`src/rtl/wlr_pkg.sv`:
```
package wlr_pkg;
   typedef enum logic [2:0] {
      ST_IDLE,
      ST_SCAN,
      ST_READ,
      ST_CMP,
      ST_WRITE,
      ST_DONE
   } wlr_state_t;

   localparam int unsigned LAST_ATTEMPT = 3;
endpackage

```
`src/rtl/wlr_retry_plan.sv`:
```
module wlr_retry_plan #(
   parameter int unsigned REG_W          = 16,
   parameter int unsigned PHASE_LSB      = 6,
   parameter int unsigned PHASE_W        = 3,
   parameter bit          ONE_CLEARS_LOW = 1'b1
) (
   input  logic [REG_W-1:0] saved,
   input  logic [1:0]       attempt,
   output logic             wr_en,
   output logic [REG_W-1:0] wdata
);
   localparam int MAXP = (1 << PHASE_W) - 1;
   localparam logic [REG_W-1:0] FIELD_MASK =
      {{(REG_W-PHASE_W){1'b0}}, {PHASE_W{1'b1}}} << PHASE_LSB;
   localparam logic [REG_W-1:0] LOW_MASK =
      {{(REG_W-PHASE_LSB+1){1'b0}}, {(PHASE_LSB-1){1'b1}}};

   if (PHASE_W < 3)                 $error("PHASE_W must hold +4");
   if (PHASE_LSB < 2)               $error("PHASE_LSB too small");
   if (PHASE_LSB + PHASE_W > REG_W) $error("phase field outside register");

   logic [REG_W-1:0] one_clr;
   if (ONE_CLEARS_LOW) begin : g_low
      assign one_clr = FIELD_MASK | LOW_MASK;
   end else begin : g_fld
      assign one_clr = FIELD_MASK;
   end

   logic [PHASE_W-1:0] orig;
   assign orig = saved[PHASE_LSB +: PHASE_W];

   function automatic logic [REG_W-1:0] put(input logic [REG_W-1:0] v,
                                            input logic [PHASE_W-1:0] p);
      put = (v & ~FIELD_MASK) | ({{(REG_W-PHASE_W){1'b0}}, p} << PHASE_LSB);
   endfunction

   always_comb begin
      wr_en = 1'b0;
      wdata = saved;
      unique case (attempt)
         2'd1: begin
            if (int'(orig) > 1) begin
               wr_en = 1'b1;
               wdata = put(saved, orig - PHASE_W'(2));
            end else if (int'(orig) == 1) begin
               wr_en = 1'b1;
               wdata = saved & ~one_clr;
            end
         end
         2'd2: begin
            if (int'(orig) <= MAXP - 2) begin
               wr_en = 1'b1;
               wdata = put(saved, orig + PHASE_W'(2));
            end
         end
         2'd3: begin
            if (int'(orig) <= MAXP - 4) begin
               wr_en = 1'b1;
               wdata = put(saved, orig + PHASE_W'(4));
            end
         end
         default: ;
      endcase
   end

   // a planned write never lands on the phase it left
   always_comb begin
      if (wr_en && attempt != 2'd1)
         a_r4_moves_phase: assert (wdata[PHASE_LSB +: PHASE_W] != orig);
   end
endmodule

```
`src/rtl/wlr_lane_walk.sv`:
```
module wlr_lane_walk #(
   parameter int unsigned NUM_LANES = 4,
   parameter int unsigned IDX_W     = $clog2(NUM_LANES + 1)
) (
   input  logic                 clk,
   input  logic                 rst_n,
   input  logic                 load,
   input  logic [IDX_W-1:0]     first,
   input  logic [IDX_W-1:0]     end_excl,
   input  logic [NUM_LANES-1:0] mask_in,
   input  logic                 advance,
   output logic [IDX_W-1:0]     lane,
   output logic                 in_range,
   output logic                 active
);
   if (NUM_LANES < 1)              $error("need at least one lane");
   if ((1 << IDX_W) <= NUM_LANES)  $error("IDX_W cannot index end of range");

   logic [IDX_W-1:0]     end_q;
   logic [NUM_LANES-1:0] mask_q;
   logic [NUM_LANES-1:0] sel;

   always_ff @(posedge clk or negedge rst_n) begin
      if (!rst_n) begin
         lane   <= '0;
         end_q  <= '0;
         mask_q <= '0;
      end else if (load) begin
         lane   <= first;
         end_q  <= end_excl;
         mask_q <= mask_in;
      end else if (advance) begin
         lane   <= lane + IDX_W'(1);
      end
   end

   assign sel      = mask_q >> lane;
   assign in_range = (lane < end_q) && (int'(lane) < NUM_LANES);
   assign active   = in_range && sel[0];

   // the walk only steps while inside its range
   a_r8_step_in_range: assert property (@(posedge clk) disable iff (!rst_n)
      advance |-> in_range);
   a_r8_ascending: assert property (@(posedge clk) disable iff (!rst_n)
      (advance && !load) |=> (lane == $past(lane) + IDX_W'(1)));
endmodule

```
`src/rtl/wl_phase_retry_seq.sv`:
```
module wl_phase_retry_seq
   import wlr_pkg::*;
#(
   parameter int unsigned NUM_LANES      = 4,
   parameter int unsigned REG_W          = 16,
   parameter int unsigned PHASE_LSB      = 6,
   parameter int unsigned PHASE_W        = 3,
   parameter bit          ONE_CLEARS_LOW = 1'b1,
   parameter int unsigned IDX_W          = $clog2(NUM_LANES + 1)
) (
   input  logic                 clk,
   input  logic                 rst_n,
   input  logic                 start,
   input  logic [IDX_W-1:0]     first_lane,
   input  logic [IDX_W-1:0]     end_lane,
   input  logic [NUM_LANES-1:0] lane_mask,
   output logic                 reg_req,
   output logic                 reg_wr,
   output logic [IDX_W-1:0]     reg_lane,
   output logic [REG_W-1:0]     reg_wdata,
   input  logic [REG_W-1:0]     reg_rdata,
   input  logic                 reg_ack,
   output logic                 cmp_req,
   output logic [IDX_W-1:0]     cmp_lane,
   input  logic                 cmp_ack,
   input  logic                 cmp_pass,
   output logic                 done,
   output logic                 fail
);
   localparam logic [REG_W-1:0] FIELD_MASK =
      {{(REG_W-PHASE_W){1'b0}}, {PHASE_W{1'b1}}} << PHASE_LSB;

   wlr_state_t       state;
   logic [REG_W-1:0] saved;
   logic [1:0]       attempt;
   logic [1:0]       plan_att;
   logic             plan_wr;
   logic [REG_W-1:0] plan_data;
   logic             load, advance;
   logic [IDX_W-1:0] lane;
   logic             in_range, active;
   logic             fail_q;

   assign load     = (state == ST_IDLE) && start;
   assign plan_att = (state == ST_WRITE) ? attempt : attempt + 2'd1;

   always_comb begin
      advance = 1'b0;
      if (state == ST_SCAN && in_range && !active)
         advance = 1'b1;
      if (state == ST_CMP && cmp_ack &&
          (cmp_pass || int'(attempt) == LAST_ATTEMPT))
         advance = 1'b1;
   end

   wlr_lane_walk #(.NUM_LANES(NUM_LANES), .IDX_W(IDX_W)) u_walk (
      .clk      (clk),
      .rst_n    (rst_n),
      .load     (load),
      .first    (first_lane),
      .end_excl (end_lane),
      .mask_in  (lane_mask),
      .advance  (advance),
      .lane     (lane),
      .in_range (in_range),
      .active   (active)
   );

   wlr_retry_plan #(
      .REG_W(REG_W), .PHASE_LSB(PHASE_LSB), .PHASE_W(PHASE_W),
      .ONE_CLEARS_LOW(ONE_CLEARS_LOW)
   ) u_plan (
      .saved   (saved),
      .attempt (plan_att),
      .wr_en   (plan_wr),
      .wdata   (plan_data)
   );

   always_ff @(posedge clk or negedge rst_n) begin
      if (!rst_n) begin
         state   <= ST_IDLE;
         saved   <= '0;
         attempt <= '0;
         fail_q  <= 1'b0;
      end else begin
         unique case (state)
            ST_IDLE: if (start) begin
               fail_q <= 1'b0;
               state  <= ST_SCAN;
            end
            ST_SCAN: begin
               if (!in_range)   state <= ST_DONE;
               else if (active) state <= ST_READ;
            end
            ST_READ: if (reg_ack) begin
               saved   <= reg_rdata;
               attempt <= '0;
               state   <= ST_CMP;
            end
            ST_CMP: if (cmp_ack) begin
               if (cmp_pass) begin
                  state <= ST_SCAN;
               end else if (int'(attempt) == LAST_ATTEMPT) begin
                  fail_q <= 1'b1;
                  state  <= ST_SCAN;
               end else begin
                  attempt <= attempt + 2'd1;
                  state   <= plan_wr ? ST_WRITE : ST_CMP;
               end
            end
            ST_WRITE: if (reg_ack) state <= ST_CMP;
            ST_DONE:  state <= ST_IDLE;
            default:  state <= ST_IDLE;
         endcase
      end
   end

   assign reg_req   = (state == ST_READ) || (state == ST_WRITE);
   assign reg_wr    = (state == ST_WRITE);
   assign reg_lane  = lane;
   assign reg_wdata = reg_wr ? plan_data : '0;
   assign cmp_req   = (state == ST_CMP);
   assign cmp_lane  = lane;
   assign done      = (state == ST_DONE);
   assign fail      = fail_q;

   // handshake discipline
   a_r11_one_req: assert property (@(posedge clk) disable iff (!rst_n)
      !(reg_req && cmp_req));
   a_r11_reg_hold: assert property (@(posedge clk) disable iff (!rst_n)
      (reg_req && !reg_ack) |=> (reg_req && $stable(reg_lane) &&
                                 $stable(reg_wr) && $stable(reg_wdata)));
   a_r11_cmp_hold: assert property (@(posedge clk) disable iff (!rst_n)
      (cmp_req && !cmp_ack) |=> (cmp_req && $stable(cmp_lane)));
   // requests only for active lanes
   a_r7_active_only: assert property (@(posedge clk) disable iff (!rst_n)
      (reg_req || cmp_req) |-> active);
   // retry writes keep non-phase bits, unless saved phase is 1
   a_r9_keep_bits: assert property (@(posedge clk) disable iff (!rst_n)
      (reg_req && reg_wr && int'(saved[PHASE_LSB +: PHASE_W]) != 1) |->
         (((reg_wdata ^ saved) & ~FIELD_MASK) == '0));
   // done pulse and fail clear on start
   a_r10_done_pulse: assert property (@(posedge clk) disable iff (!rst_n)
      done |=> !done);
   a_r10_fail_clear: assert property (@(posedge clk) disable iff (!rst_n)
      load |=> !fail);
   a_r10_fail_hold: assert property (@(posedge clk) disable iff (!rst_n)
      (state == ST_IDLE && !start) |=> $stable(fail));
endmodule

```
`config.mk`:
```
export PLATFORM = sky130hd
export DESIGN_NAME = wl_phase_retry_seq
export DESIGN_NICKNAME = d
export VERILOG_FILES = /design/src/rtl/wlr_pkg.sv /design/src/rtl/wlr_retry_plan.sv /design/src/rtl/wlr_lane_walk.sv /design/src/rtl/wl_phase_retry_seq.sv
export SDC_FILE = /design/constraint.sdc
export NUM_CORES = 1
export LEC_CHECK = 0
export BUFFER_PORTS_ARGS = -buffer_cell sky130_fd_sc_hd__clkbuf_2
export CAP_MARGIN = 20
export CORE_MARGIN = 2
export CORE_UTILIZATION = 52
export CTS_BUF_LIST = sky130_fd_sc_hd__clkbuf_4 sky130_fd_sc_hd__clkbuf_8 sky130_fd_sc_hd__clkbuf_16
export DETAILED_ROUTE_END_ITERATION = 6
export PLACE_DENSITY = 0.79
export SLEW_MARGIN = 40
export SYNTH_ARGS = -nofsm -noshare
export SYNTH_HDL_FRONTEND = slang
export SYNTH_SLANG_ARGS = --single-unit
```
`constraint.sdc`:
```
create_clock -name clk -period 2.8 [get_ports clk]
set_clock_uncertainty 0.05 [all_clocks]
set_input_delay 0.56 -clock clk [delete_from_list [all_inputs] [get_ports clk]]
set_output_delay 0.56 -clock clk [all_outputs]
set_load 0.02 [all_outputs]
```
# [Yosys cells after proc, flatten, opt, wreduce, memory -nomap -nowiden]
# Index checks and enable logic that the tools add are counted.
[word_totals] register_bits=32 romBits=0 ram_bits=0 mem_count=0 latch_bits=0 elab_cells=93
[op_classes] magnitude_cmp=5 bitwise_logic=3 div=0 n_shift=1 reduce_logical=19 addsub=5 n_mul=0 muxes=35 n_eq_ne=18
[ops] cell="$mux 16" count=4
[ops] cell="$or 16x9->16" count=3
[ops] cell="$pmux 16 s3" count=1
[ops] cell="$mux 3" count=10
[ops] cell="$pmux 3 s4" count=1
[ops] cell="$mux 1" count=10
[ops] cell="$mux 2" count=5
[ops] cell="$reduce_and 5->1" count=2
[ops] cell="$eq 3x2->1 const B" count=3
[ops] cell="$mux 9" count=1
[ops] cell="$ne 2x2->1 const B" count=4
[ops] cell="$logic_and 1x1->1" count=7
[ops] cell="$eq 2x2->1 const B" count=3
[ops] cell="$eq 3x3->1 const B" count=2
[ops] cell="$ne 2x1->1 const B" count=3
[ops] cell="$reduce_bool 2->1" count=3
[ops] cell="$pmux 2 s2" count=1
[ops] cell="$reduce_and 4->1" count=1
[ops] cell="$shr 4x3->1" count=1
[ops] cell="$add 3x1->3 const B" count=1
[ops] cell="$add 3x2->3 const B" count=1
[ops] cell="$add 3x3->3 const B" count=1
[ops] cell="$eq 3x1->1 const B" count=1
[ops] cell="$gt 3x1->1 const B" count=1
[ops] cell="15 further kinds" count=16

# [Depth between registers and ports, before layout]
# Gate-level depths: netlist (run 1).
[depth] word_depth=9 mapped_depth=8

# [By module]
# Synthesis (run 1) repeated with hierarchy kept, for this count alone.
[unflattened] hier_cells=196 hier_area_um2=2065.7
[modules_own_cells] mod="wl_phase_retry_seq" n_inst=1 area_each_um2=1292.5 cells_each=111
[modules_own_cells] mod="wlr_lane_walk" n_inst=1 area_each_um2=500.5 cells_each=42
[modules_own_cells] mod="wlr_retry_plan" n_inst=1 area_each_um2=272.8 cells_each=43

# [Worst setup path after synthesis (run 1)]
# Ideal clock, no wire load.
[synth_timing] path_kind="flip-flop to output port" from="register saved[8]" to="output reg_wdata[8]" arrival_time_ps=2138 path_stages_with_launch=8 required_ps=2190 slack_ps=52 n_path_buf=1 cell_sequence="dfrtp_1 > clkbuf_1 > inv_1 > ha_1 > a21o_1 > a21oi_1 > nor2b_1 > o41ai_1"
[synth_via] elab_chain_len=5 elab_cells_between_ends=16
[synth_lines] item="from (decl)" line_no="wl_phase_retry_seq.sv:34" text="logic [REG_W-1:0] saved;"
[synth_lines] item="from (signal assigned)" line_no="wl_phase_retry_seq.sv:96" text="saved <= reg_rdata;"
[synth_lines] item="$add 3x3->3 (tied with other cells)" line_no="wlr_retry_plan.sv:59" text="wdata = put(saved, orig + PHASE_W'(4));"
[synth_lines] item="$or 16x9->16 / $mux 9 (equally long branches)" line_no="wlr_retry_plan.sv:34, wlr_retry_plan.sv:45"
[synth_lines] item="$mux 16 (on tied branches)" line_no="wlr_retry_plan.sv:57, wlr_retry_plan.sv:42, wlr_retry_plan.sv:51"
[synth_lines] item="$pmux 16 s3 (*)" line_no="wlr_retry_plan.sv:40" text="unique case (attempt)"
[synth_lines] item="$mux 16 (*)" line_no="wl_phase_retry_seq.sv:121" text="assign reg_wdata = reg_wr ? plan_data : '0;"
[synth_lines] item="to (decl)" line_no="wl_phase_retry_seq.sv:20" text="output logic [REG_W-1:0] reg_wdata,"
# Mark *: on every way between the ends. The rest lies on a longest branch, timed or not.

# [Final worst setup path (run 1)]
[layout_timing] from="register state[0]" to="output reg_wdata[8]"
[layout_via] elab_chain_len=5 elab_cells_between_ends=7
[layout_lines] item="from (decl)" line_no="wl_phase_retry_seq.sv:33" text="wlr_state_t state;"
[layout_lines] item="from (signal assigned)" line_no="wl_phase_retry_seq.sv:108" text="state <= plan_wr ? ST_WRITE : ST_CMP;"
[layout_lines] item="$eq 3x3->1 (*)" line_no="wl_phase_retry_seq.sv:45, wl_phase_retry_seq.sv:119"
[layout_lines] item="$mux 2" line_no="wl_phase_retry_seq.sv:45" text="assign plan_att = (state == ST_WRITE) ? attempt : attempt + 2'd1;"
[layout_lines] item="$eq 2x2->1 / $eq 2x1->1 (equally long branches)" line_no="wlr_retry_plan.sv:40"
[layout_lines] item="$pmux 16 s3" line_no="wlr_retry_plan.sv:40"
[layout_lines] item="$mux 16 (*)" line_no="wl_phase_retry_seq.sv:121"
# Marked as above.

==> results of run 1 <==
==> cells by family (layout without fill, tap and decap cells) <==
logic type | count (synthesis) | in the layout | synth area share
adders and majority gates | 9 | 9 | 0.0527
buffers and inverters | 28 | 84 | 0.0655
and+or+nand+nor | 69 | 69 | 0.181
muxes | 25 | 25 | 0.136
AOI/OAI and AO/OA | 55 | 55 | 0.177
DFF | 32 | 32 | 0.374
xor gates and xnor gates | 3 | 3 | 0.0123
==> where the power goes <==
group / switching [mW] / internal, mW / total, mW
Clock: 0.158 / 0.178 / 0.336
Combinational: 0.859 / 0.722 / 1.58
Sequential: 0.187 / 0.686 / 0.873
==> final cells by class <==
class / instances / area (sq um)
inverters: 11 / 53.8
multi-input cells: 161 / 1210
well taps: 50 / 62.6
fillers: 335 / 1410
clock buffers: 6 / 76.3
clock inverters: 1 / 5.00
repair buffers: 66 / 350
flip-flops and latches: 32 / 802
==> flip-flops by register name, summed over array words and instances (netlist names) <==
| signal | cells |
|---|---|
| attempt | 2 |
| fail | 1 |
| saved | 16 |
| state | 3 |
| u_walk.end_q | 3 |
| u_walk.lane | 3 |
| u_walk.mask_q | 4 |
==> cell usage in the layout, fill, tap and decap left out, types with 5 or more instances in the layout <==
master    instances
nand2_1          13
ha_1              9
a21oi_1          14
mux2_2           19
o21ai_0          13
inv_1            10
dfrtp_1          31
clkbuf_2         56
nor2b_1           7
nor2_1           12
buf_4             8
and2_1           15
clkbuf_8          5
nand2b_1          5
==> how the worst max path moves through the flow <==
stage                     slack (ps)      endpoint  depth (start not counted)  startpoint
after floorplan                   50  reg_wdata[8]                          7    saved[8]
after global placement           280  reg_wdata[8]                          7    state[1]
after detailed placement         260  reg_wdata[8]                          7    state[1]
after CTS                         50  reg_wdata[8]                          7    state[1]
after global routing              10  reg_wdata[7]                          7    saved[7]
final                            130  reg_wdata[8]                          7    state[0]
==> synth_stat cells (2+ instances only) <==
| master | n | area (sq um) |
|---|---|---|
| buf_2 | 3 | 15.0 |
| o21ai_0 | 13 | 65.1 |
| a31oi_1 | 2 | 12.5 |
| a21oi_1 | 14 | 70.1 |
| nand2_1 | 13 | 48.8 |
| buf_4 | 3 | 22.5 |
| mux2i_1 | 4 | 40.0 |
| a211o_1 | 2 | 17.5 |
| a21o_1 | 3 | 22.5 |
| and2_1 | 15 | 93.8 |
| ha_1 | 9 | 113 |
| nand3b_1 | 4 | 30.0 |
| nand2b_1 | 5 | 31.3 |
| a22oi_1 | 2 | 15.0 |
| xnor2_1 | 3 | 26.3 |
| dfrtp_1 | 32 | 801 |
| o22ai_1 | 2 | 12.5 |
| nor2b_1 | 7 | 43.8 |
| buf_6 | 2 | 22.5 |
| and3_1 | 3 | 18.8 |
| inv_1 | 10 | 37.5 |
| mux2_2 | 19 | 214 |
| or2_2 | 2 | 12.5 |
| clkbuf_1 | 8 | 30.0 |
| nor3_1 | 2 | 10.0 |
| nor2_1 | 12 | 45.0 |
==> metrics by stage <==
step / util / cell area [sq um] / power [mW] / setup WS (ps) / hold WS, ps
3_5_place_dp: 0.619 / 2460 / 2.43 / 256 / 437
6_report: 0.646 / 2560 / 2.79 / 130 / 275
4_1_cts: 0.640 / 2540 / 2.79 / 46.1 / 327
2_1_floorplan: - / 2140 / 2.08 / 52.0 / 214
3_3_place_gp: 0.619 / 2460 / 2.39 / 284 / 432
5_1_grt: 0.646 / 2560 / 3.04 / 11.2 / 339
==> worst max-delay path, delay by kind of cell, from the launching register on <==
family	cells	cell delay, ps
compound gates	2	240
buf+inv	2	240
flops	1	380
xor+xnor	1	130
mux	1	320
simple gates	1	470
==> what timing repair did <==
action / CTS / global route
pin swaps: 0 / 1
resized for setup: 2 / 4
endpoints found under the hold margin: 0 / 0
setup buffers: 0 / 2
hold buffers: 0 / 0
endpoints found under the setup margin: 2 / 2
gates cloned: 0 / 0
==> per-layer routing <==
layer | part of all wire | vias to the layer above | track usage
met5 | 0 | - | 0
met4 | 0.013 | 0 | 0.0725
met3 | 0.034 | 6 | 0.0493
met2 | 0.50 | 47 | 0.342
met1 | 0.45 | 829 | 0.274
li1 | - | 902 | -
==> metrics, run 1 <==
status completed; CTS Buffer Depth 2; Slew HR 0.542; RSZ-0062 raised after global routing false; Syn. warnings 0; dpl cells around 320; via/cell ratio around 5.5; setup TNS 0 ps; die area around 4600 sq um; CTS tree done; worst vdd ir between 0.5 and 0.6 mV; worst-case reg-to-reg path depth 6; Final period util 0.954; antenna viol nets, final 0; layout cells sized above 1 0.372; Hold Fails Final Rpt 0; Post-DP HPWL between 3 and 4 mm; number of synthesized flops with an enable pin 0; Slew Viols, Final 0; Critical Path AT slightly above 2000 ps; Num CTS Buffers 5; global-route wire length before repair roughly 7.3 mm; post-route insts no fill around 330; Hold WC Path Type in -> async; Die Width 68.1 microns; Die Ht 68.1 microns; min cycle time layout 2670 ps; leakage power 1.23 nW; critical path endpoint category primary output; Antenna Cells 0; Ports just under 60; setup slack, reg-to-reg roughly 460 ps; post-synthesis sequential area ratio 0.374; Synth Net Count between 200 and 300; GR Util All Layers 0.210; P&R area growth vs syn 20.0%; initial antenna violation count 0; # nets final between 300 and 400; TritonRoute pass-1 iters 4; Setup violations, final 0; Synth Instances 221; CP cell instances or3b_4 -> clkinv_8 -> xnor2_1 -> mux2_4 -> o2111ai_2 -> o41ai_1 -> buf_2; Worst-Skew Late Latency roughly 280 ps; Setup Crit Path Kind reg -> out; count of cell types in the netlist 53; power density over the cells between 1000 and 1500 nW/um^2; DRT iter0 DRCs 130; CP max stage delay between 400 and 500 ps; FF-to-FF Start u_walk.lane[2]; Post-Syn Area between 2000 and 2500 sq um; startpoint types flip-flop; synthesis-stage register bit count 32; Worst-path clk slew about 60 ps; total number of vias 1,784; wire per inst ~14 microns; worst r2r dst u_walk.lane[2]; Site Rows 23; PortBufs 58; Initial Utilization 0.538; total gr overflow 0; Root Buffer clkbuf_8; crit-path max FO 6; Worst-Margin Slew between 600 and 700 ps; fmax between 300 and 400 MHz; largest net degree at the start of global routing 33; Routed WL about 4.4 mm; ys flop type dfrtp_1; htree depth 2; vias in the first global route between 1,500 and 2,000; Critical Path Slowest Stage Cell or3b_4; syn_area_per_cell between 9 and 10 sq um; max_cap viols 0; core area about 4000 sq um; Residual DRC 0; # clock sinks 32; Crit path required time between 2000 and 2500 ps; Placer Congestion around 0.77; Post-synth ARST share 1.00
(Power assumes the default switching activity.)
==> run 2, diff against run 1 <==
--- a/config.mk
+++ b/config.mk
@@ -11,7 +11,7 @@
 export CORE_UTILIZATION = 52
 export CTS_BUF_LIST = sky130_fd_sc_hd__clkbuf_4 sky130_fd_sc_hd__clkbuf_8 sky130_fd_sc_hd__clkbuf_16
 export DETAILED_ROUTE_END_ITERATION = 6
-export PLACE_DENSITY = 0.79
+export PLACE_DENSITY = 0.91
 export SLEW_MARGIN = 40
 export SYNTH_ARGS = -nofsm -noshare
 export SYNTH_HDL_FRONTEND = slang
==> metrics, run 2 (synthesis results as in run 1) <==
Buf+Inv Stages, Crit Path 2 (unchanged); Largest regs saved x16, u_walk.mask_q x4; Antenna Cells 0 (unchanged); min cycle time layout 2730 ps (+63.6 ps); core area 3970 sq um (unchanged); Final period util 0.976 (+0.0227); Routed WL 4.80 mm (+8.5%); Hold WC Path Type in -> async; startpoint types flip-flop; htree depth 2 (unchanged); CTS Buffer Depth 2 (unchanged); leakage power 1.24 nW (+0.89%); TritonRoute pass-1 iters 4 (unchanged); worst vdd ir 0.600 mV (+9.7%); Critical Path Slowest Stage Cell or3b_4; dpl cells 317 (-0.31%); most frequent cells in the layout clkbuf_2 (56), dfrtp_1 (30), mux2_2 (19), and2_1 (15); Layout fillers 324 (-3.3%); status completed; Final Util 0.654 (+0.00851); Num CTS Buffers 5 (unchanged); power density over the cells 1110 nW/um^2 (+1.9%); die area 4640 sq um (unchanged); instance count on the critical path 7 (unchanged); largest net degree at the start of global routing 33 (unchanged); Setup Crit Path Kind reg -> out; worst r2r dst u_walk.lane[2]; DRT iter0 DRCs 137 (+5.4%); CTS tree done; Worst-path clk slew 70 ps (about the same); Setup violations, final 0 (unchanged); CP max stage delay 440 ps (-30 ps); CP cell instances or3b_4 -> clkinv_8 -> xnor2_1 -> mux2_4 -> o2111ai_2 -> o41ai_2 -> buf_4; wire per inst 14.6 microns (+7.8%); # clock sinks 32 (unchanged); FF-to-FF Start u_walk.lane[2]; Power Total 2.88 mW (+3.3%); Crit path required time 2190 ps (about the same); Die Ht 68.1 microns (unchanged); Worst-Skew Late Latency 280 ps (about the same); Worst-Margin Slew 697 ps (+10.1 ps); CP delay by family, top simple AND/OR/NAND/NOR gates; Placement Cell Area 2450 sq um (-0.31%); setup slack, reg-to-reg 490 ps (+30 ps); P&R area growth vs syn 21.5%; global-route wire length before repair 7.66 mm (+4.5%); Root Buffer clkbuf_8; layout cells sized above 1 0.387 (+0.0153); GR Util All Layers 0.222 (+0.0116); total gr overflow 0 (unchanged); most common cell after layout, fill and taps aside clkbuf_2; max reg flops 16 (unchanged); Site Rows 23 (unchanged); PortBufs 58 (unchanged); fmax 366 MHz (-2.3%); via/cell ratio 5.62 (+3.1%); Post-DP HPWL 3.44 mm (+5.6%); FF+latch area 803 sq um (+0.16%); worst-case reg-to-reg path depth 6 (unchanged); design area 2600 sq um (+1.3%); Biggest register saved; Slew Viols, Final 0 (unchanged); Critical Path AT 2120 ps (+60 ps); post-route insts no fill 329 (+0.61%); # nets final 319 (+0.31%); antenna viol nets, final 0 (unchanged); total number of vias 1,850 (+3.7%); Hold Fails Final Rpt 0 (unchanged); multi-input logic area 1230 sq um (+0.93%); Initial Utilization 0.538 (unchanged); Placer Congestion 0.814 (+6.3%); crit path to reg_wdata[8]; Die Width 68.1 microns (unchanged); max_cap viols 0 (unchanged); vias in the first global route 1,724 (+4.4%); Ports 59 (unchanged); crit-path max FO 3 (-3); Residual DRC 0 (unchanged); critical path endpoint category primary output; Slew HR 0.535 (-0.00676); initial antenna violation count 0 (unchanged); Worst Setup SP state[0]
## run 2: per-layer routing
metal  routed length [microns]  global-route usage  part of all wire
met2                      2490               0.357              0.52
met1                      1970               0.268              0.41
met5                         0                   0                 0
met3                       269              0.0609             0.056
met4                        68               0.123             0.014
## run 2: worst min path at each step
| stage | slack (ps) | startpoint | to |
|---|---|---|---|
| 2_1_floorplan | 210 | rst_n | attempt[0] |
| 3_3_place_gp | 430 | saved[9] | saved[9] |
| 3_5_place_dp | 440 | saved[14] | saved[14] |
| 4_1_cts | 320 | rst_n | u_walk.lane[2] |
| 5_1_grt | 330 | rst_n | saved[9] |
| 6_report | 260 | rst_n | state[2] |
## run 2: area by class of cell
type / instances / area share
Clock buffer: 6 / 0.0294
Clock inverter: 2 / 0.00626
Inverter: 11 / 0.0207
Multi-Input combinational cell: 161 / 0.472
Sequential cell: 32 / 0.309
Tap cell: 50 / 0.0241
Timing Repair Buffer: 67 / 0.139
## run 2: per-stage QoR
| stage | TNS (ps) | setup slack [ps] | hold WS [ps] |
|---|---|---|---|
| after floorplan | 0 | 52.0 | 214 |
| after global placement | 0 | 283 | 431 |
| after detailed placement | 0 | 219 | 439 |
| after CTS | 0 | 8.51 | 324 |
| after global routing | -18.5 | -18.5 | 329 |
| final | 0 | 66.1 | 263 |
## run 2: what timing repair did
item	CTS	global route
setup buffers	0	4
resized for setup	4	5
hold endpoints to repair	0	0
hold buffers	0	0
endpoints found under the setup margin	1	2
pin swaps	0	1
gates cloned	0	0
## run 2: power breakdown
group / switching, mW / internal (mW) / total, mW / leakage, nW
combinational: 0.900 / 0.736 / 1.64 / 0.808
clock: 0.174 / 0.186 / 0.360 / 0.0448
sequential: 0.198 / 0.688 / 0.885 / 0.388
total: 1.27 / 1.61 / 2.88 / 1.24
==> run 3, diff against run 2 <==
--- a/config.mk
+++ b/config.mk
@@ -8,10 +8,10 @@
 export BUFFER_PORTS_ARGS = -buffer_cell sky130_fd_sc_hd__clkbuf_2
 export CAP_MARGIN = 20
 export CORE_MARGIN = 2
-export CORE_UTILIZATION = 52
+export CORE_UTILIZATION = 55
 export CTS_BUF_LIST = sky130_fd_sc_hd__clkbuf_4 sky130_fd_sc_hd__clkbuf_8 sky130_fd_sc_hd__clkbuf_16
 export DETAILED_ROUTE_END_ITERATION = 6
-export PLACE_DENSITY = 0.91
+export PLACE_DENSITY = 0.95
 export SLEW_MARGIN = 40
 export SYNTH_ARGS = -nofsm -noshare
 export SYNTH_HDL_FRONTEND = slang
==> constraint.sdc (replaced) <==
create_clock -name clk -period 3.4 [get_ports clk]
set_clock_uncertainty 0.05 [all_clocks]
set_input_delay 0.68 -clock clk [delete_from_list [all_inputs] [get_ports clk]]
set_output_delay 0.68 -clock clk [all_outputs]
set_load 0.02 [all_outputs]
==> metrics, run 3 (synthesis results as in run 1) <==
initial antenna violation count 0 (unchanged); Hold WC Path Type in -> async; Routed WL 4.95 mm (+3.1%); htree depth 2 (unchanged); Critical Path AT 2500 ps (+380 ps); power density over the cells 937 nW/um^2 (-15%); Gate power share 0.529 (-0.039); leakage power 1.22 nW (-1.7%); Root Buffer clkbuf_8; total number of vias 1,918 (+3.7%); GRT Max-Usage Layer met2; most common cell after layout, fill and taps aside clkbuf_2; RSZ-0062 raised after global routing false; Num CTS Buffers 5 (unchanged); worst slack, placed 501 ps (+283 ps); worst vdd ir 0.570 mV (-5.0%); GR Util All Layers 0.260 (+0.0387); largest net degree at the start of global routing 33 (unchanged); Crit path required time 2670 ps (+480 ps); via/cell ratio 5.96 (+5.9%); die area 4400 sq um (-5.1%); Ports 59 (unchanged); M3 GR Usage 0.0647 (+0.00388); post-CTS setup repair buffer count 0 (unchanged); Antenna Cells 0 (unchanged); Final Util 0.692 (+0.0373); Final period util 0.950; Placer Congestion 0.899 (+10%); Slew HR 0.510 (-0.0252); Net Sw Frac 0.433 (-0.00807); Slew Viols, Final 0 (unchanged); Worst-Skew Late Latency 290 ps (about the same); startpoint types flip-flop; core area 3690 sq um (-7.1%); # clock sinks 32 (unchanged); global-route wire length before repair 8.51 mm (+11%); crit-path max FO 16 (+13); critical path endpoint category primary output; internal power 1.35 mW (-16%); Largest regs saved x16, u_walk.mask_q x4; # hold bufs at CTS 0 (unchanged); cts repair resizes 0 (-4); Biggest register saved; PortBufs 58 (unchanged); Residual DRC 0 (unchanged); antenna viol nets, final 0 (unchanged); setup TNS 0 ps (unchanged); vias in the first global route 1,873 (+8.6%); max_cap viols 0 (unchanged); CTS tree done; status completed; met1 usage 0.288 (+0.0201); Setup Crit Path Kind reg -> out; wire per inst 15.4 microns (+5.4%); Setup violations, final 0 (unchanged); Hold Fails Final Rpt 0 (unchanged); Worst-Margin Slew 734 ps (+36.7 ps); fmax 309 MHz; min cycle time layout 3230 ps; most frequent cells in the layout clkbuf_2 (57), dfrtp_1 (32), mux2_2 (19), and2_1 (15), a21oi_1 (14); clock group share of total power 0.153 (+0.028); total gr overflow 0 (unchanged); # nets final 314 (-1.6%); Initial Utilization 0.580 (+0.0413); P&R area growth vs syn 19.3%; DRT iter0 DRCs 177 (+29%); Flop pwr share 0.318 (+0.011); Die Ht 66.4 microns (-2.6%); met2 Use GR 0.460 (+0.103); Site Rows 22 (-4.3%); sw power 1.04 mW (-19%); Die Width 66.4 microns (-2.6%); Worst-path clk slew 70 ps (about the same); CTS Buffer Depth 2 (unchanged); layout cells sized above 1 0.358 (-0.0294); max reg flops 16 (unchanged); TritonRoute pass-1 iters 4 (unchanged); Post-DP HPWL 3.71 mm (+7.9%); PnR worst setup slack 168 ps (+102 ps)
[run 3: changes by cell type in the layout (fill, tap and decap cells not counted), sizes merged]
cell / change
buf: -6
bufinv: +1
clkbuf: +1
clkinv: -1
clkinvlp: -1
inv: +1
[run 3: routing by layer]
metal	share of wire	vias to the layer above
li1	-	897
met1	0.38	937
met2	0.54	72
met3	0.058	12
met4	0.024	0
met5	0	-
[run 3: path summary, 6_finish.rpt]
check	startpoint	end	slack, ps	cells past startpoint
setup / recovery	state[1]	reg_wdata[8]	170	7
hold / removal	rst_n	saved[15]	380	1
setup reg to reg	u_walk.lane[2]	u_walk.lane[2]	1060	6
hold reg to reg	saved[4]	saved[4]	450	1
max in group asynchronous	rst_n	saved[2]	2490	1
min in group clk	saved[4]	saved[4]	450	1
[run 3: power by group through the flow]
stage	registers, mW	logic (mW)	clock network, mW
6_report	0.760	1.27	0.366
5_1_grt	0.793	1.39	0.382
4_1_cts	0.753	1.26	0.374
3_5_place_dp	0.758	1.25	0
3_3_place_gp	0.742	1.20	0
2_1_floorplan	0.683	1.03	0
[run 3: area by class of cell]
class                           count  area [sq um]
Clock inverter                      2          35.0
Timing Repair Buffer               62           320
Tap cell                           48          60.1
Multi-Input combinational cell    161          1210
Fill cell                         271          1140
Inverter                           11          46.3
Clock buffer                        6          76.3
Sequential cell                    32           801
[run 3: metrics by stage]
| step | power [mW] | instance area [sq um] | cells | hold WS, ps |
|---|---|---|---|---|
| floorplan | 1.71 | 2140 | 221 | 334 |
| global placement | 1.94 | 2440 | 314 | 431 |
| detailed placement | 2.01 | 2440 | 314 | 437 |
| CTS | 2.39 | 2550 | 322 | 419 |
| global route | 2.57 | 2550 | 322 | 430 |
| finish | 2.39 | 2550 | 322 | 379 |
[run 3: worst max-delay path: stages (launching register included)]
cell and delay [ps]:
dfrtp_1 550, or3b_1 580, inv_6 180, xnor2_1 160
mux2_4 320, o2111ai_2 160, o41ai_1 100, clkbuf_2 170
